<file path="src/rtl/dec_pkg.sv">
package dec_pkg;

   localparam int unsigned DEC_DEFAULT_WIDTH = 16;

   // Which clock transition a half register follows.
   typedef enum logic {
      EDGE_RISE = 1'b0,
      EDGE_FALL = 1'b1
   } edge_pol_e;

endpackage

</file>
<file path="src/rtl/dec_half_reg.sv">
module dec_half_reg
   import dec_pkg::*;
#(
   parameter int unsigned WIDTH = DEC_DEFAULT_WIDTH,
   parameter edge_pol_e   POL   = EDGE_RISE
) (
   input  logic             clk_i,
   input  logic             rst_ni,
   input  logic [WIDTH-1:0] data_i,
   input  logic [WIDTH-1:0] peer_i,
   output logic [WIDTH-1:0] state_o
);

   logic [WIDTH-1:0] next_d;
   logic [WIDTH-1:0] state_q;

   if (WIDTH < 1) begin : g_width_check
      $error("dec_half_reg: WIDTH must be at least 1");
   end

   // Encode the incoming word against the partner half.
   assign next_d  = peer_i ^ data_i;
   assign state_o = state_q;

   if (POL == EDGE_RISE) begin : g_rise
      always_ff @(posedge clk_i or negedge rst_ni) begin
         if (!rst_ni) state_q <= '0;
         else         state_q <= next_d;
      end

      // Copy taken at the opposite transition, used to check that state holds.
      logic [WIDTH-1:0] held_q;
      logic             held_vld_q;
      always_ff @(negedge clk_i or negedge rst_ni) begin
         if (!rst_ni) begin
            held_q     <= '0;
            held_vld_q <= 1'b0;
         end else begin
            held_q     <= state_q;
            held_vld_q <= 1'b1;
         end
      end

      // rising half does not move between a falling and the next rising transition
      p_rise_only_r5: assert property (@(posedge clk_i) disable iff (!rst_ni)
         held_vld_q |-> (state_q == held_q));
   end else begin : g_fall
      always_ff @(negedge clk_i or negedge rst_ni) begin
         if (!rst_ni) state_q <= '0;
         else         state_q <= next_d;
      end

      logic [WIDTH-1:0] held_q;
      logic             held_vld_q;
      always_ff @(posedge clk_i or negedge rst_ni) begin
         if (!rst_ni) begin
            held_q     <= '0;
            held_vld_q <= 1'b0;
         end else begin
            held_q     <= state_q;
            held_vld_q <= 1'b1;
         end
      end

      // falling half does not move between a rising and the next falling transition
      p_fall_only_r5: assert property (@(negedge clk_i) disable iff (!rst_ni)
         held_vld_q |-> (state_q == held_q));
   end

endmodule

</file>
<file path="src/rtl/dec_combine.sv">
module dec_combine
   import dec_pkg::*;
#(
   parameter int unsigned WIDTH = DEC_DEFAULT_WIDTH
) (
   input  logic [WIDTH-1:0] rise_i,
   input  logic [WIDTH-1:0] fall_i,
   output logic [WIDTH-1:0] word_o
);

   if (WIDTH < 1) begin : g_width_check
      $error("dec_combine: WIDTH must be at least 1");
   end

   // One independent two-input XOR per bit.
   for (genvar b = 0; b < WIDTH; b++) begin : g_bit
      assign word_o[b] = rise_i[b] ^ fall_i[b];
   end

endmodule

</file>
<file path="src/rtl/dual_edge_capture.sv">
module dual_edge_capture
   import dec_pkg::*;
#(
   parameter int unsigned WIDTH = DEC_DEFAULT_WIDTH
) (
   input  logic             clk_i,
   input  logic             rst_ni,
   input  logic [WIDTH-1:0] data_i,
   output logic [WIDTH-1:0] data_o
);

   logic [WIDTH-1:0] rise_q;
   logic [WIDTH-1:0] fall_q;

   if (WIDTH < 1) begin : g_width_check
      $error("dual_edge_capture: WIDTH must be at least 1");
   end

   dec_half_reg #(.WIDTH(WIDTH), .POL(EDGE_RISE)) u_rise (
      .clk_i   (clk_i),
      .rst_ni  (rst_ni),
      .data_i  (data_i),
      .peer_i  (fall_q),
      .state_o (rise_q)
   );

   dec_half_reg #(.WIDTH(WIDTH), .POL(EDGE_FALL)) u_fall (
      .clk_i   (clk_i),
      .rst_ni  (rst_ni),
      .data_i  (data_i),
      .peer_i  (rise_q),
      .state_o (fall_q)
   );

   dec_combine #(.WIDTH(WIDTH)) u_comb (
      .rise_i (rise_q),
      .fall_i (fall_q),
      .word_o (data_o)
   );

   // Samples of the input at each transition, for tracking checks.
   logic [WIDTH-1:0] rise_smp_q, fall_smp_q;
   logic             rise_vld_q, fall_vld_q;

   always_ff @(posedge clk_i or negedge rst_ni) begin
      if (!rst_ni) begin
         rise_smp_q <= '0;
         rise_vld_q <= 1'b0;
      end else begin
         rise_smp_q <= data_i;
         rise_vld_q <= 1'b1;
      end
   end

   always_ff @(negedge clk_i or negedge rst_ni) begin
      if (!rst_ni) begin
         fall_smp_q <= '0;
         fall_vld_q <= 1'b0;
      end else begin
         fall_smp_q <= data_i;
         fall_vld_q <= 1'b1;
      end
   end

   // across the high phase the output shows the word taken at the rise
   p_rise_track_r2: assert property (@(negedge clk_i) disable iff (!rst_ni)
      rise_vld_q |-> (data_o == rise_smp_q));

   // across the low phase the output shows the word taken at the fall
   p_fall_track_r3: assert property (@(posedge clk_i) disable iff (!rst_ni)
      fall_vld_q |-> (data_o == fall_smp_q));

endmodule

</file>
<file path="config.mk">
export PLATFORM = sky130hd
export DESIGN_NAME = dual_edge_capture
export DESIGN_NICKNAME = d
export VERILOG_FILES = /design/src/rtl/dec_pkg.sv /design/src/rtl/dec_half_reg.sv /design/src/rtl/dec_combine.sv /design/src/rtl/dual_edge_capture.sv
export SDC_FILE = /design/constraint.sdc
export NUM_CORES = 1
export LEC_CHECK = 0
export ABC_AREA = 1
export BUFFER_PORTS_ARGS = -buffer_cell sky130_fd_sc_hd__buf_2
export CAP_MARGIN = 15
export CORE_MARGIN = 5
export CORE_UTILIZATION = 44
export DETAILED_ROUTE_END_ITERATION = 8
export GPL_TIMING_DRIVEN = 0
export HOLD_SLACK_MARGIN = 0.12
export MAX_ROUTING_LAYER = met4
export PLACE_DENSITY = 0.67
export SETUP_SLACK_MARGIN = 0.15
export SYNTH_ARGS = -nofsm -noshare
export SYNTH_HDL_FRONTEND = slang
export SYNTH_SLANG_ARGS = --single-unit
export TNS_END_PERCENT = 30
</file>
<file path="constraint.sdc">
create_clock -name clk_i -period 2.1 [get_ports clk_i]
set_input_delay 0.63 -clock clk_i [delete_from_list [all_inputs] [get_ports clk_i]]
set_output_delay 0.63 -clock clk_i [all_outputs]
set_load 0.05 [all_outputs]
</file>
==> qor.txt <==
outcome: finished, violations left
failing checks: setup timing
peak supply drop: 0.4896 mV
WL/cell: 9.206 um
total track usage: 0.1538
post-synth top area share: 0.3553
share of flip-flops with an asynchronous set or reset: 1.000
Starting Density: 0.4559
met2 usage: 0.2455
Syn Nets: 242
Slew Limit Fails: 0
clk_lat worst skew: 0.33 ns
Most Frequent Cell on Critical Path: nand2_4
Port Buffers: 33
synth top area cells: nand2_1, dfrtn_1, dfrtp_1
core area: 3337 um^2
RSZ-0062 raised after global routing: true
arrival time worst endpoint: 2.19 ns
Final Hold Viols: 0
post-route ant nets: 0
maximum fanout along the worst path: 3
clock sinks: 32
CTS tree: built
initial antenna violation count: 0
final WL: 3001 um
H-tree depth: 2
Design Power: 2016 uW
die area: 4734 um^2
WP data required: 1.47 ns
Rel. slew slack: 0.5482
Synth Flop Type: dfrtp_1
clock root cell: clkbuf_4
CP startpoint kind: flop
CTS max path bufs: 2
finished layout cell area: 2213 um^2
crit-path leading delay family: flip-flops
sequential-to-total area share from yosys stat: 0.5263
Synth Instances: 224
WS Path Type: reg2out
share of layout cells above drive strength 1: 0.3679
GR peak layer: met2
clk slew on worst S/H paths: 0.09 ns
Synth Cell Area: 1521 um^2
crit-path cells: inv_2 -> nand2_4 -> nand2_4 -> buf_8
Yosys reg bits: 32
met1 track demand over resource: 0.1748
clock skew: 0.01220 ns
met3 GRT Util: 0.04052
Post-Syn Area per Cell: 6.792 um^2
maximum capacitance violations: 0
vias in the first global route: 1228
Worst Hold Class: in2async
first-pass GRT wire length: 5050 um
Crit path buffers/inverters: 2
total CTS buffers: 5
Layout Cells excl Fill: 326
total global routing overflow: 0
cell row count: 21
DRT Pass-1 Iters: 4
Layout Area Growth over Synthesis: 45.48%
LEAKAGE: 0.001340 uW
Post-DP HPWL: 2107 um
# DRC: 0
CTS Hold Bufs: 0
hold_ws: 0.3238 ns
setup ws final: -0.7169 ns
count leader, synth: nand2_1
largest net degree at the start of global routing: 33
max incr delay on CP: 0.47 ns
IO Pins: 34
slowest CP cell: dfrtn_1
Via density: 4.230
Post-synth EDFFs: 0
Commonest cells post-synth: nand2_1, inv_1, dfrtn_1, dfrtp_1
Yosys warnings: 0
type of element capturing the critical path: output port
Distinct cells, synth: 4
Placed Area: 1904 um^2
Die X: 68.81 um
final RePlAce weighted congestion: 0.7485
power density cells: 911.0 nW/um^2
Die Height: 68.81 um
Final setup viols: 17
Slew @ Worst Pin: 0.6778 ns
area leader, netlist: nand2_1
n_diodes: 0
placed cells: 303
vias post-DR: 1379
Place WS: -0.4228 ns
nets@finish: 297
Starting DRT DRC Count: 45
## final timing paths
check                                    from                 end  slack, ns  cells after the start
min                                    rst_ni   u_rise.state_o[9]       0.32                      1
min reg2reg                u_rise.state_o[15]  u_fall.state_o[15]       1.46                      2
max in group asynchronous              rst_ni   u_fall.state_o[8]       0.35                      1
min in group clk_i                  data_i[5]   u_rise.state_o[5]       0.52                      3
max                        u_fall.state_o[10]          data_o[10]      -0.72                      4
max reg2reg                u_fall.state_o[10]  u_rise.state_o[10]      -0.10                      7
## per-layer routing
metal | share of wire | up-vias | wire length, um
li1 | - | 741 | -
met1 | 0.44 | 597 | 1323
met2 | 0.47 | 33 | 1421
met3 | 0.060 | 8 | 181
met4 | 0.025 | 0 | 74
met5 | 0 | - | 0
## logic make-up after synthesis
| logic type | synth area share |
|---|---|
| buffers and inverters | 0.1184 |
| DFF | 0.5263 |
| and+or+nand+nor | 0.3553 |
## layout by cell type (no fill, tap or decap), drive strengths merged
cell      n
dfrtn    16
nand2   144
dfrtp    16
inv      48
buf      48
clkbuf    8
## final cells by class
| cell class | count | area (um^2) |
|---|---|---|
| multi-input cells | 144 | 710.7 |
| well taps | 46 | 57.56 |
| clock buffers | 8 | 48.80 |
| flip-flops and latches | 32 | 800.8 |
| fillers | 274 | 1124 |
| repair buffers | 48 | 415.4 |
| inverters | 48 | 180.2 |
## report_power, final
part | internal [uW] | leakage (uW) | switching, uW
Sequential | 713 | 0.000383 | 88.7
Clock | 133 | 0.0000265 | 191
Combinational | 358 | 0.000931 | 533
## through the flow
step | TNS, ns | utilization
6_report | -10.77 | 0.6633
5_1_grt | -11.73 | 0.6633
4_1_cts | -10.97 | 0.6423
3_5_place_dp | -7.218 | 0.5707
3_3_place_gp | -7.227 | 0.5707
2_1_floorplan | -3.523 | -
## state kept, by name, summed over array words and instances (netlist names)
| register | cells |
|---|---|
| u_rise.state_o | 16 |
| u_fall.state_o | 16 |
## repair_timing
action / CTS / global route
gates cloned: 0 / 0
gates resized for setup: 44 / 17
endpoints found under the setup margin: 16 / 17
pin swaps: 0 / 3
hold endpoints to repair: 0 / 0
buffers inserted: 9 / 6
## worst register-to-register path, cell delays in order (launching register included)
cell,delay (ns)
dfrtn_1,0.47
inv_2,0.08
buf_6,0.11
buf_6,0.10
buf_6,0.10
buf_6,0.10
nand2_2,0.05
nand2_1,0.05
Power figures use the tool's default switching activity.
